**src/rtl/ir_ring_pkg.sv**
```systemverilog
package ir_ring_pkg;

    localparam int AW    = 32;
    localparam int DW    = 32;
    localparam int PTR_W = 6;

    typedef enum logic [2:0] {
        S_IDLE,
        S_RD_DESC,
        S_RD_BUF,
        S_MOVE,
        S_WRITE_BACK
    } seq_state_t;

    // Size code (4 bits) to pointer wrap mask: codes 0,1,3,7,F give 3,7,15,31,63.
    function automatic logic [PTR_W-1:0] size_code_mask(input logic [3:0] code);
        return {code, 2'b11};
    endfunction

endpackage

```
**src/rtl/ring_cfg_regs.sv**
```systemverilog
module ring_cfg_regs
    import ir_ring_pkg::*;
(
    input  logic             clk,
    input  logic             rst_n,
    input  logic             reg_wr,
    input  logic [2:0]       reg_addr,
    input  logic [7:0]       reg_wdata,
    input  logic             take_rx,
    input  logic             take_tx,
    output logic [AW-1:0]    ring_base,
    output logic [PTR_W-1:0] rx_mask,
    output logic [PTR_W-1:0] tx_mask,
    output logic             rx_pend,
    output logic             tx_pend
);

    localparam int ALIGN_W = 10;

    logic [7:0] base_a;
    logic [7:0] base_b;
    logic [5:0] base_c;
    logic [7:0] size_code;
    logic       prompt;

    assign prompt    = reg_wr && (reg_addr == 3'd4) && reg_wdata[0];
    assign ring_base = {base_c, base_b, base_a, {ALIGN_W{1'b0}}};
    assign rx_mask   = size_code_mask(size_code[3:0]);
    assign tx_mask   = size_code_mask(size_code[7:4]);

    always_ff @(posedge clk or negedge rst_n) begin
        if (!rst_n) begin
            base_a    <= '0;
            base_b    <= '0;
            base_c    <= '0;
            size_code <= '0;
        end else if (reg_wr) begin
            unique case (reg_addr)
                3'd0:    base_a    <= reg_wdata;
                3'd1:    base_b    <= reg_wdata;
                3'd2:    base_c    <= reg_wdata[5:0];
                3'd3:    size_code <= reg_wdata;
                default: ;
            endcase
        end
    end

    // A new prompt wins over the consumption of an older one.
    always_ff @(posedge clk or negedge rst_n) begin
        if (!rst_n) begin
            rx_pend <= 1'b0;
            tx_pend <= 1'b0;
        end else begin
            rx_pend <= (rx_pend && !take_rx) || prompt;
            tx_pend <= (tx_pend && !take_tx) || prompt;
        end
    end

    p_prompt_arms_r6: assert property (@(posedge clk) disable iff (!rst_n)
        prompt |=> (rx_pend && tx_pend));

    p_prompt_kept_r7: assert property (@(posedge clk) disable iff (!rst_n)
        (prompt && take_rx) |=> rx_pend);

endmodule

```
**src/rtl/ring_slot_ptr.sv**
```systemverilog
module ring_slot_ptr
    import ir_ring_pkg::*;
(
    input  logic             clk,
    input  logic             rst_n,
    input  logic             step,
    input  logic [PTR_W-1:0] mask,
    output logic [PTR_W-1:0] ptr
);

    always_ff @(posedge clk or negedge rst_n) begin
        if (!rst_n)
            ptr <= '0;
        else if (step)
            ptr <= (ptr + 1'b1) & mask;
    end

    p_ptr_wrap_r5: assert property (@(posedge clk) disable iff (!rst_n)
        (step && (ptr == mask)) |=> (ptr == '0));

endmodule

```
**src/rtl/ring_seq_fsm.sv**
```systemverilog
module ring_seq_fsm
    import ir_ring_pkg::*;
#(
    parameter int LEN_W       = 12,
    parameter int TX_SLOT_OFS = 64
) (
    input  logic             clk,
    input  logic             rst_n,
    input  logic [AW-1:0]    ring_base,
    input  logic [PTR_W-1:0] rx_ptr,
    input  logic [PTR_W-1:0] tx_ptr,
    input  logic             rx_pend,
    input  logic             tx_pend,
    output logic             take_rx,
    output logic             take_tx,
    output logic             step_rx,
    output logic             step_tx,
    output logic             mem_req,
    output logic             mem_we,
    output logic [AW-1:0]    mem_addr,
    output logic [3:0]       mem_be,
    output logic [DW-1:0]    mem_wdata,
    input  logic             mem_ack,
    input  logic [DW-1:0]    mem_rdata,
    output logic             xfer_req,
    output logic             xfer_tx,
    output logic [LEN_W-1:0] xfer_len,
    output logic [AW-1:0]    xfer_addr,
    output logic [7:0]       xfer_ctl,
    input  logic             xfer_done,
    input  logic [7:0]       xfer_status,
    output logic             ev_tx_done,
    output logic             ev_rx_done,
    output logic             ev_tx_under,
    output logic             ev_rx_over
);

    localparam logic [AW-1:0] TX_BYTES  = AW'(TX_SLOT_OFS * 8);
    localparam int            OWN_BIT   = 31;
    localparam int            CTL_LSB   = 24;

    seq_state_t       state, state_n;
    logic             dir_tx;
    logic [LEN_W-1:0] desc_len;
    logic [7:0]       desc_ctl;
    logic [AW-1:0]    buf_addr;
    logic [7:0]       wb_byte;
    logic [AW-1:0]    slot_addr;
    logic             wb_accept;
    logic             unused_bits;

    assign unused_bits = ^{mem_rdata[CTL_LSB-1:LEN_W], xfer_status[7]};
    assign slot_addr   = ring_base + (dir_tx ? TX_BYTES : '0)
                       + AW'({dir_tx ? tx_ptr : rx_ptr, 3'b000});
    assign wb_accept   = (state == S_WRITE_BACK) && mem_ack;

    // Next-state logic
    always_comb begin
        state_n = state;
        unique case (state)
            S_IDLE:       if (rx_pend || tx_pend) state_n = S_RD_DESC;
            S_RD_DESC:    if (mem_ack) state_n = mem_rdata[OWN_BIT] ? S_RD_BUF : S_IDLE;
            S_RD_BUF:     if (mem_ack) state_n = S_MOVE;
            S_MOVE:       if (xfer_done) state_n = S_WRITE_BACK;
            S_WRITE_BACK: if (mem_ack) state_n = S_RD_DESC;
            default:      state_n = S_IDLE;
        endcase
    end

    // Outputs
    always_comb begin
        take_rx   = (state == S_IDLE) && rx_pend;
        take_tx   = (state == S_IDLE) && !rx_pend && tx_pend;
        step_rx   = wb_accept && !dir_tx;
        step_tx   = wb_accept && dir_tx;
        mem_req   = (state == S_RD_DESC) || (state == S_RD_BUF) || (state == S_WRITE_BACK);
        mem_we    = (state == S_WRITE_BACK);
        mem_be    = mem_we ? 4'b1000 : 4'b1111;
        mem_addr  = slot_addr + ((state == S_RD_BUF) ? AW'(4) : '0);
        mem_wdata = mem_we ? {wb_byte, 24'h0} : '0;
        xfer_req  = (state == S_MOVE);
        xfer_tx   = dir_tx;
        xfer_len  = desc_len;
        xfer_addr = buf_addr;
        xfer_ctl  = desc_ctl;
    end

    // State register and datapath capture
    always_ff @(posedge clk or negedge rst_n) begin
        if (!rst_n) begin
            state       <= S_IDLE;
            dir_tx      <= 1'b0;
            desc_len    <= '0;
            desc_ctl    <= '0;
            buf_addr    <= '0;
            wb_byte     <= '0;
            ev_tx_done  <= 1'b0;
            ev_rx_done  <= 1'b0;
            ev_tx_under <= 1'b0;
            ev_rx_over  <= 1'b0;
        end else begin
            state       <= state_n;
            ev_tx_done  <= 1'b0;
            ev_rx_done  <= 1'b0;
            ev_tx_under <= 1'b0;
            ev_rx_over  <= 1'b0;
            if (take_rx) dir_tx <= 1'b0;
            if (take_tx) dir_tx <= 1'b1;
            if (state == S_RD_DESC && mem_ack) begin
                desc_len <= mem_rdata[LEN_W-1:0];
                desc_ctl <= mem_rdata[DW-1:CTL_LSB];
            end
            if (state == S_RD_BUF && mem_ack)
                buf_addr <= mem_rdata;
            if (xfer_req && xfer_done)
                wb_byte <= dir_tx ? {1'b0, desc_ctl[6:1], xfer_status[0]}
                                  : {1'b0, xfer_status[6:1], 1'b0};
            if (wb_accept) begin
                ev_tx_done  <= dir_tx && desc_ctl[2];
                ev_tx_under <= dir_tx && wb_byte[0];
                ev_rx_done  <= !dir_tx;
                ev_rx_over  <= !dir_tx && wb_byte[3];
            end
        end
    end

    p_mem_hold_r10: assert property (@(posedge clk) disable iff (!rst_n)
        (mem_req && !mem_ack) |=> (mem_req && $stable(mem_addr)));

    p_xfer_hold_r10: assert property (@(posedge clk) disable iff (!rst_n)
        (xfer_req && !xfer_done) |=> (xfer_req && $stable(xfer_addr) && $stable(xfer_len)));

    p_wb_byte_only_r4: assert property (@(posedge clk) disable iff (!rst_n)
        (mem_req && mem_we) |-> (mem_be == 4'b1000 && !mem_wdata[OWN_BIT]));

    p_rx_pulse_r8: assert property (@(posedge clk) disable iff (!rst_n)
        ev_rx_done |=> !ev_rx_done);

    p_tx_pulse_r8: assert property (@(posedge clk) disable iff (!rst_n)
        ev_tx_done |=> !ev_tx_done);

    p_one_master_r10: assert property (@(posedge clk) disable iff (!rst_n)
        !(mem_req && xfer_req));

endmodule

```
**src/rtl/ir_ring_sequencer.sv**
```systemverilog
module ir_ring_sequencer
    import ir_ring_pkg::*;
#(
    parameter int LEN_W       = 12,
    parameter int TX_SLOT_OFS = 64
) (
    input  logic              clk,
    input  logic              rst_n,
    input  logic              reg_wr,
    input  logic [2:0]        reg_addr,
    input  logic [7:0]        reg_wdata,
    output logic [PTR_W-1:0]  rx_slot,
    output logic [PTR_W-1:0]  tx_slot,
    output logic              mem_req,
    output logic              mem_we,
    output logic [AW-1:0]     mem_addr,
    output logic [3:0]        mem_be,
    output logic [DW-1:0]     mem_wdata,
    input  logic              mem_ack,
    input  logic [DW-1:0]     mem_rdata,
    output logic              xfer_req,
    output logic              xfer_tx,
    output logic [LEN_W-1:0]  xfer_len,
    output logic [AW-1:0]     xfer_addr,
    output logic [7:0]        xfer_ctl,
    input  logic              xfer_done,
    input  logic [7:0]        xfer_status,
    output logic              ev_tx_done,
    output logic              ev_rx_done,
    output logic              ev_tx_under,
    output logic              ev_rx_over
);

    localparam int N_RING = 2;

    logic [AW-1:0]    ring_base;
    logic [PTR_W-1:0] mask [N_RING];
    logic [PTR_W-1:0] ptr  [N_RING];
    logic [N_RING-1:0] step;
    logic             rx_pend, tx_pend, take_rx, take_tx;

    ring_cfg_regs u_cfg (
        .clk       (clk),
        .rst_n     (rst_n),
        .reg_wr    (reg_wr),
        .reg_addr  (reg_addr),
        .reg_wdata (reg_wdata),
        .take_rx   (take_rx),
        .take_tx   (take_tx),
        .ring_base (ring_base),
        .rx_mask   (mask[0]),
        .tx_mask   (mask[1]),
        .rx_pend   (rx_pend),
        .tx_pend   (tx_pend)
    );

    for (genvar d = 0; d < N_RING; d++) begin : g_ptr
        ring_slot_ptr u_ptr (
            .clk   (clk),
            .rst_n (rst_n),
            .step  (step[d]),
            .mask  (mask[d]),
            .ptr   (ptr[d])
        );
    end

    assign rx_slot = ptr[0];
    assign tx_slot = ptr[1];

    ring_seq_fsm #(
        .LEN_W       (LEN_W),
        .TX_SLOT_OFS (TX_SLOT_OFS)
    ) u_fsm (
        .clk         (clk),
        .rst_n       (rst_n),
        .ring_base   (ring_base),
        .rx_ptr      (ptr[0]),
        .tx_ptr      (ptr[1]),
        .rx_pend     (rx_pend),
        .tx_pend     (tx_pend),
        .take_rx     (take_rx),
        .take_tx     (take_tx),
        .step_rx     (step[0]),
        .step_tx     (step[1]),
        .mem_req     (mem_req),
        .mem_we      (mem_we),
        .mem_addr    (mem_addr),
        .mem_be      (mem_be),
        .mem_wdata   (mem_wdata),
        .mem_ack     (mem_ack),
        .mem_rdata   (mem_rdata),
        .xfer_req    (xfer_req),
        .xfer_tx     (xfer_tx),
        .xfer_len    (xfer_len),
        .xfer_addr   (xfer_addr),
        .xfer_ctl    (xfer_ctl),
        .xfer_done   (xfer_done),
        .xfer_status (xfer_status),
        .ev_tx_done  (ev_tx_done),
        .ev_rx_done  (ev_rx_done),
        .ev_tx_under (ev_tx_under),
        .ev_rx_over  (ev_rx_over)
    );

endmodule

```
**config.mk**
```make
export PLATFORM = sky130hd
export DESIGN_NAME = ir_ring_sequencer
export DESIGN_NICKNAME = d
export VERILOG_FILES = /design/src/rtl/ir_ring_pkg.sv /design/src/rtl/ring_cfg_regs.sv /design/src/rtl/ring_slot_ptr.sv /design/src/rtl/ring_seq_fsm.sv /design/src/rtl/ir_ring_sequencer.sv
export SDC_FILE = /design/constraint.sdc
export NUM_CORES = 1
export LEC_CHECK = 0
export ABC_AREA = 1
export BUFFER_PORTS_ARGS = -buffer_cell sky130_fd_sc_hd__clkbuf_2
export CAP_MARGIN = 20
export CORE_ASPECT_RATIO = 1.75
export CORE_MARGIN = 5
export CORE_UTILIZATION = 40
export DETAILED_ROUTE_END_ITERATION = 8
export GPL_TIMING_DRIVEN = 0
export PLACE_DENSITY = 0.65
export SYNTH_ARGS = -nofsm -noshare
export SYNTH_HDL_FRONTEND = slang
export SYNTH_SLANG_ARGS = --single-unit
```
**constraint.sdc**
```tcl
create_clock -name clk -period 1.85 [get_ports clk]
set_input_delay 0.2775 -clock clk [delete_from_list [all_inputs] [get_ports clk]]
set_output_delay 0.2775 -clock clk [all_outputs]
set_load 0.05 [all_outputs]
```
==> impl_metrics.py, run 1 <==
metrics = {
    "floorplan": {
        "num_rows": 53,
        "die_w_um": 93.49,
        "core_area_mm2": 0.01200,
        "ios": 196,
        "dieHeight_um": 156.1,
        "initial_core_util_pct": 40.65,
        "design.die.area_mm2": 0.01459,
    },
    "setup_path": {
        "rr_worst_depth": 7,
        "critical_path_arrival_ps": 1510,
        "crit_path_start_kind": "flip-flop",
        "crit_type": "flip-flop to output pin",
        "critPathCaptureType": "output pin",
        "required_ps": 1570,
        "crit_fanout": 12,
    },
    "cts": {
        "cts_tree": "done",
        "cts-buffers-inserted": 9,
        "h-tree-depth": 3,
        "worst_setup_hold_path_clk_slew_ps": 70,
        "cts_sinks": 111,
        "clockBufferDepth": 2,
        "clock_latency_ps": 350,
        "cts-root-buf": "clkbuf_16",
    },
    "grt": {
        "antenna_found_initial": 0,
        "grt_use_total_pct": 18.41,
        "grt_overflow_total": 0,
        "grt_pass1_wl_mm": 21.09,
        "grt_max_degree": 112,
        "grt_pass1_vias": 4183,
    },
    "synthesis": {
        "synth_top_area_share_pct": 56.92,
        "synth_edf_count": 0,
        "syn_area_mm2": 0.004880,
        "synth_seq_cells": 111,
        "synth_cells": 538,
        "synth_top_cell_by_area": "dfrtp_1",
        "yosys-top-cells-area": "dfrtp_1 (57%), nand2_1 (11%), o21ai_0 (7.2%), buf_4 (4.9%), inv_1 (4.0%)",
        "yosysMostFrequentCell": "nand2_1",
        "syn_avg_cell_area_um2": 9.070,
        "yosysSeqAreaShare_pct": 56.92,
        "netlist-cell-type-count": 31,
        "yosys_warnings": 0,
        "netlist_top_cells_count": "nand2_1 (137), dfrtp_1 (111), o21ai_0 (70), inv_1 (52), buf_4 (32)",
        "yosys_most_used_dff": "dfrtp_1",
        "async_flop_share_pct": 100.0,
    },
    "run_status": {
        "outcome": "finished with violations",
        "violations": "negative hold slack",
    },
    "drt": {
        "wire_per_inst_um": 14.30,
        "drc": 0,
        "drt_wl_total_mm": 13.05,
        "drtIter0Drc": 133,
        "dr.pass1.iters": 4,
        "ant_nets": 0,
        "vias": 4210,
        "vias_per_cell": 4.611,
    },
    "pwr": {
        "fin_total_pwr_mw": 11.34,
        "peakVddDrop_mv": 0.5850,
        "switching_share_pct": 50.85,
        "pwr-share-comb_pct": 50.4,
        "switching_power_mw": 5.765,
        "p_leak_nw": 3.552,
        "seqPwrFrac_pct": 33.3,
        "pwr_density_cell_mw_per_mm2": 1752,
        "cellInternalPower_mw": 5.571,
        "clockPowerShare_pct": 16.2,
    },
    "timing": {
        "setup_viol": 0,
        "hold_viol_final": 1,
        "fin_skew_ps": 11.19,
        "final.min_clock_period_ps": 1790,
        "fmax_mhz": 558.7,
        "rsz0062_at_grt": "false",
        "whs_ps": -2.432,
        "worst_slew_pin_slew_ps": 908.9,
        "maxSlewHeadroom_pct": 39.41,
        "fin_crit_sh_pct": 96.75,
        "maxSlewViolCount": 0,
    },
    "placement": {
        "dp_cells": 894,
        "numPortBuffers": 165,
        "place.gp.congestion": 0.8127,
        "hpwl_mm": 10.15,
    },
    "final_layout": {
        "antenna_cells": 0,
        "syn_to_final_growth_pct": 32.62,
        "final_cells": 913,
        "fill_cells": 1143,
        "seqCellArea_mm2": 0.002780,
        "drive_gt1_share_pct": 34.63,
        "multi_input_area_mm2": 0.001644,
        "nets": 801,
    },
    "hold_path": {
        "min_path_type": "input pin to asynchronous set/reset pin",
    },
    "job": {
        "drv_cap": 0,
    },
}
==> power groups by stage <==
| stage | combinational, mW | sequential, mW | clock, mW |
|---|---|---|---|
| 3_3_place_gp | 5.49 | 3.79 | 0 |
| 4_1_cts | 5.73 | 3.79 | 1.91 |
| 3_5_place_dp | 5.59 | 3.83 | 0 |
| 2_1_floorplan | 1.90 | 6.08 | 0 |
| 5_1_grt | 6.10 | 3.89 | 2.04 |
| 6_report | 5.71 | 3.78 | 1.84 |
==> layout by cell type (no fill, tap or decap), types with 12 or more instances in the layout <==
cell      count
clkbuf_2    148
nand2_1     136
dfrtp_1     109
o21ai_0      65
inv_1        52
buf_4        40
o21ai_1      28
conb_1       28
nand3_1      25
nor2_1       12
==> registers in the layout, indices dropped and copies added (netlist names) <==
name	cells
u_fsm.ev_rx_done	1
u_fsm.ev_tx_done	1
u_fsm.xfer_ctl	8
u_cfg.tx_pend	1
u_cfg.base_c	6
u_fsm.wb_byte	7
u_fsm.ev_tx_under	1
u_fsm.ev_rx_over	1
u_fsm.xfer_addr	32
u_fsm.xfer_tx	1
g_ptr.u_ptr.ptr	12
u_fsm.xfer_len	12
u_cfg.size_code	8
u_fsm.state	3
u_cfg.base_a	8
u_cfg.rx_pend	1
u_cfg.base_b	8
==> worst paths after layout <==
kind	startpoint	to	slack, ps
setup / recovery	u_fsm.state[1]	mem_wdata[30]	60
hold / removal	rst_n	u_cfg.base_a[3]	-2
setup reg to reg	u_fsm.state[1]	g_ptr[0].u_ptr.ptr[2]	430
hold reg to reg	u_fsm.xfer_addr[20]	u_fsm.xfer_addr[20]	480
max in group asynchronous	rst_n	u_fsm.state[1]	1110
min in group clk	mem_rdata[22]	u_fsm.xfer_addr[22]	160
==> final cells by class <==
cell class | instances | area share (%)
Multi-Input combinational cell | 345 | 25.41
Clock inverter | 5 | 0.6381
Clock buffer | 11 | 3.751
Timing Repair Buffer | 170 | 14.87
Sequential cell | 111 | 42.96
Inverter | 56 | 3.326
Buffer | 50 | 5.858
Tap cell | 165 | 3.190
==> logic make-up after synthesis <==
kind of cell / after synthesis / share of synthesized area (%)
other: 2 / 0.1539
flip-flops: 111 / 56.92
buffers and inverters: 108 / 11.97
XOR/XNOR: 2 / 0.3590
adder cells (fa/ha/maj): 2 / 0.5127
AND/OR/NAND/NOR: 206 / 18.72
AO/OA/AOI/OAI: 107 / 11.36
==> worst max-delay path, cell delays in order (launching register included) <==
cell	delay (ps)
dfrtp_2	470
nor2_4	130
nand2_2	90
buf_8	170
nor2_2	120
clkbuf_8	200
==> per-layer routing <==
layer / GRT usage (%) / wire length (µm) / vias to the layer above
met2: 32.05 / 6952 / 156
li1: - / - / 2078
met5: 0 / 0 / -
met4: 6.848 / 259 / 0
met1: 21.18 / 4855 / 1958
met3: 5.405 / 985 / 18
==> repair_timing <==
action | in CTS | in global routing
hold buffers | 0 | 0
endpoints found under the setup margin | 18 | 16
resized for setup | 32 | 10
buffers inserted | 3 | 2
==> stage by stage <==
stage | utilization, % | hold slack (ps) | setup TNS [ps] | worst slack [ps] | instance area [µm²]
after floorplan | - | -18.09 | -730.0 | -177.4 | 4999
after global placement | 50.25 | 455.7 | -116130 | -1052 | 6031
after detailed placement | 50.32 | 458.4 | 0 | 98.61 | 6040
after CTS | 53.69 | 88.07 | 0 | 8.599 | 6444
after global routing | 53.91 | 103.8 | 0 | 0.8047 | 6471
final | 53.91 | -2.432 | 0 | 60.16 | 6471
Power figures use the tool's default switching activity.
==> run 2: changes to the inputs <==
--- a/config.mk
+++ b/config.mk
@@ -13,7 +13,8 @@
 export CORE_UTILIZATION = 40
 export DETAILED_ROUTE_END_ITERATION = 8
 export GPL_TIMING_DRIVEN = 0
-export PLACE_DENSITY = 0.65
+export PLACE_DENSITY = 0.62
 export SYNTH_ARGS = -nofsm -noshare
 export SYNTH_HDL_FRONTEND = slang
+export SYNTH_HIERARCHICAL = 1
 export SYNTH_SLANG_ARGS = --single-unit
==> constraint.sdc (replaced) <==
create_clock -name clk -period 1.85 [get_ports clk]
set_input_delay 0.2775 -clock clk [delete_from_list [all_inputs] [get_ports clk]]
set_output_delay 0.2775 -clock clk [all_outputs]
set_load 0.005 [all_outputs]
==> impl_metrics.py, run 2 <==
metrics = {
    "grt": {
        "grt_pass1_wl_mm": 27.83,
        "grt_overflow_total": 0,
        "grt_pass1_vias": 5737,
        "antenna_found_initial": 0,
        "grt_max_degree": 112,
        "grt_use_total_pct": 18.58,
    },
    "timing": {
        "setup_slack_ps": -191.7,
        "hold_viol_final": 0,
        "fin_crit_sh_pct": 110.4,
        "maxSlewViolCount": 0,
        "fin_skew_ps": 9.080,
        "final.min_clock_period_ps": 2042,
        "fmax_mhz": 489.8,
        "worst_slew_pin_slew_ps": 913.1,
        "maxSlewHeadroom_pct": 39.13,
        "setup_viol": 6,
        "whs_ps": 7.173,
        "finalSetupTns_ps": -853.8,
        "rsz0062_at_grt": "true",
    },
    "setup_path": {
        "required_ps": 1570,
        "worstPathCellList": "clkbuf_8, clkbuf_8, nand2_2, nand2_2, fa_1, clkbuf_2",
        "cpMaxStageDelayCell": "fa_1",
        "crit-reg2reg-launch": "u_fsm/state[0]",
        "crit_buf_inv": 3,
        "cp-startpoint": "u_fsm/xfer_tx",
        "critical_path_arrival_ps": 1760,
        "crit_type": "flip-flop to output pin",
        "path_delay_family": "adder cells",
        "critPathCaptureType": "output pin",
        "max_stage_delay_ps": 450,
        "worst-r2r-setup-slack_ps": 10,
        "crit_fanout": 10,
        "crit_path_start_kind": "flip-flop",
    },
    "synthesis": {
        "syn_area_mm2": 0.006329,
        "yosys_most_used_dff": "dfrtp_1",
        "syn_avg_cell_area_um2": 7.606,
        "synth_top_area_share_pct": 43.89,
        "synth_edf_count": 0,
        "yosys-top-cells-area": "dfrtp_1 (44%), nand2_1 (17%), inv_1 (5.7%), buf_4 (5.2%), nand3_1 (4.7%)",
        "yosys_warnings": 6,
        "synth_seq_cells": 111,
        "synth_top_cell_by_area": "dfrtp_1",
        "yosysMostFrequentCell": "nand2_1",
        "async_flop_share_pct": 100.0,
        "netlist_top_cells_count": "nand2_1 (289), dfrtp_1 (111), inv_1 (96), nand3_1 (59), nor2_1 (59)",
        "yosysSeqAreaShare_pct": 43.89,
        "synth_cells": 832,
        "netlist-cell-type-count": 35,
    },
    "placement": {
        "dp_cells": 1223,
        "dp_slack_ps": -514.5,
        "place.gp.congestion": 0.9289,
        "numPortBuffers": 166,
        "post_dp_cell_area_mm2": 0.007540,
        "hpwl_mm": 13.67,
    },
    "final_layout": {
        "layout_commonest_cell": "nand2_1",
        "utilization_pct": 51.42,
        "drive_gt1_share_pct": 28.37,
        "multi_input_area_mm2": 0.003015,
        "seqCellArea_mm2": 0.002779,
        "largest_register_ffs": 32,
        "nets": 1123,
        "fill_cells": 1625,
        "syn_to_final_growth_pct": 27.74,
        "antenna_cells": 0,
        "layout_common_cells": "nand2_1 (279), clkbuf_2 (165), dfrtp_1 (110), inv_1 (94), nand3_1 (59)",
        "final_cells": 1250,
        "final_area_mm2": 0.008084,
    },
    "drt": {
        "ant_nets": 0,
        "drtIter0Drc": 192,
        "vias_per_cell": 4.618,
        "dr.pass1.iters": 4,
        "drt_wl_total_mm": 17.22,
        "vias": 5773,
        "wire_per_inst_um": 13.78,
        "drc": 0,
    },
    "pwr": {
        "fin_total_pwr_mw": 9.659,
        "switching_share_pct": 36.77,
        "switching_power_mw": 3.551,
        "p_leak_nw": 4.646,
        "pwr_density_cell_mw_per_mm2": 1195,
        "cellInternalPower_mw": 6.108,
        "pwr-share-comb_pct": 39.3,
        "clockPowerShare_pct": 20.5,
        "peakVddDrop_mv": 0.8914,
        "seqPwrFrac_pct": 40.2,
    },
    "hold_path": {
        "min_path_type": "input pin to asynchronous set/reset pin",
    },
    "floorplan": {
        "initial_core_util_pct": 40.25,
        "design.die.area_mm2": 0.01854,
        "die_w_um": 105.1,
        "ios": 196,
        "dieHeight_um": 176.4,
        "core_area_mm2": 0.01572,
        "num_rows": 61,
    },
    "run_status": {
        "violations": "negative setup slack",
        "outcome": "finished with violations",
    },
    "cts": {
        "worst_setup_hold_path_clk_slew_ps": 80,
        "h-tree-depth": 3,
        "cts-root-buf": "clkbuf_16",
        "clock_latency_ps": 340,
        "cts-buffers-inserted": 9,
        "clockBufferDepth": 2,
        "cts_tree": "done",
        "cts_sinks": 111,
    },
    "job": {
        "drv_cap": 0,
    },
}
-- run 2: timing repair --
item | CTS | global route
pin swaps | 1 | 5
setup buffers | 8 | 4
resized for setup | 27 | 7
setup endpoints to repair | 19 | 15
hold buffers | 0 | 0
-- run 2: area by class of cell --
cell class              instances  share of cell area, %
repair buffers                178                  11.50
plain buffers                  59                  5.479
well taps                     189                  2.925
clock buffers                   9                  2.786
clock inverters                 7                 0.9906
flip-flops and latches        111                  34.38
multi-input cells             598                  37.30
inverters                      99                  4.643
-- run 2: kinds of logic (layout without fill, tap and decap cells) --
| logic type | after synthesis | count (layout) | synth area share, % |
|---|---|---|---|
| AND/OR/NAND/NOR | 450 | 450 | 30.53 |
| buffers and inverters | 159 | 352 | 12.57 |
| XOR/XNOR | 12 | 12 | 1.661 |
| other | 4 | 40 | 0.2372 |
| AO/OA/AOI/OAI | 73 | 73 | 6.089 |
| flip-flops | 111 | 111 | 43.89 |
| multiplexers | 12 | 12 | 2.728 |
| adder cells (fa/ha/maj) | 11 | 11 | 2.293 |
-- run 2: worst paths after layout --
kind / endpoint / cells past startpoint
min reg2reg: u_fsm/wb_byte[6] / 2
max reg2reg: g_ptr[0].u_ptr/ptr[5] / 10
max: mem_addr[3] / 6
max in group asynchronous: u_fsm/state[0] / 1
min in group clk: u_fsm/xfer_addr[21] / 2
min: u_fsm/xfer_addr[29] / 1
-- run 2: power groups by stage --
stage	clock network [mW]	logic [mW]	registers, mW
5_1_grt	2.15	4.30	4.02
3_5_place_dp	0	3.48	3.92
6_report	1.98	3.79	3.88
3_3_place_gp	0	3.41	3.92
2_1_floorplan	0	2.00	3.85
4_1_cts	2.05	3.71	3.89
-- run 2: routing by layer --
metal  up-vias  share of wire (%)  routed length, µm  global-route usage (%)
met4         0                3.2                555                   8.267
met2       152                 56               9710                   35.67
met5         -                  0                  0                       0
met3        32                5.0                864                   3.439
met1      2618                 35               6089                   19.16
li1       2971                  -                  -                       -
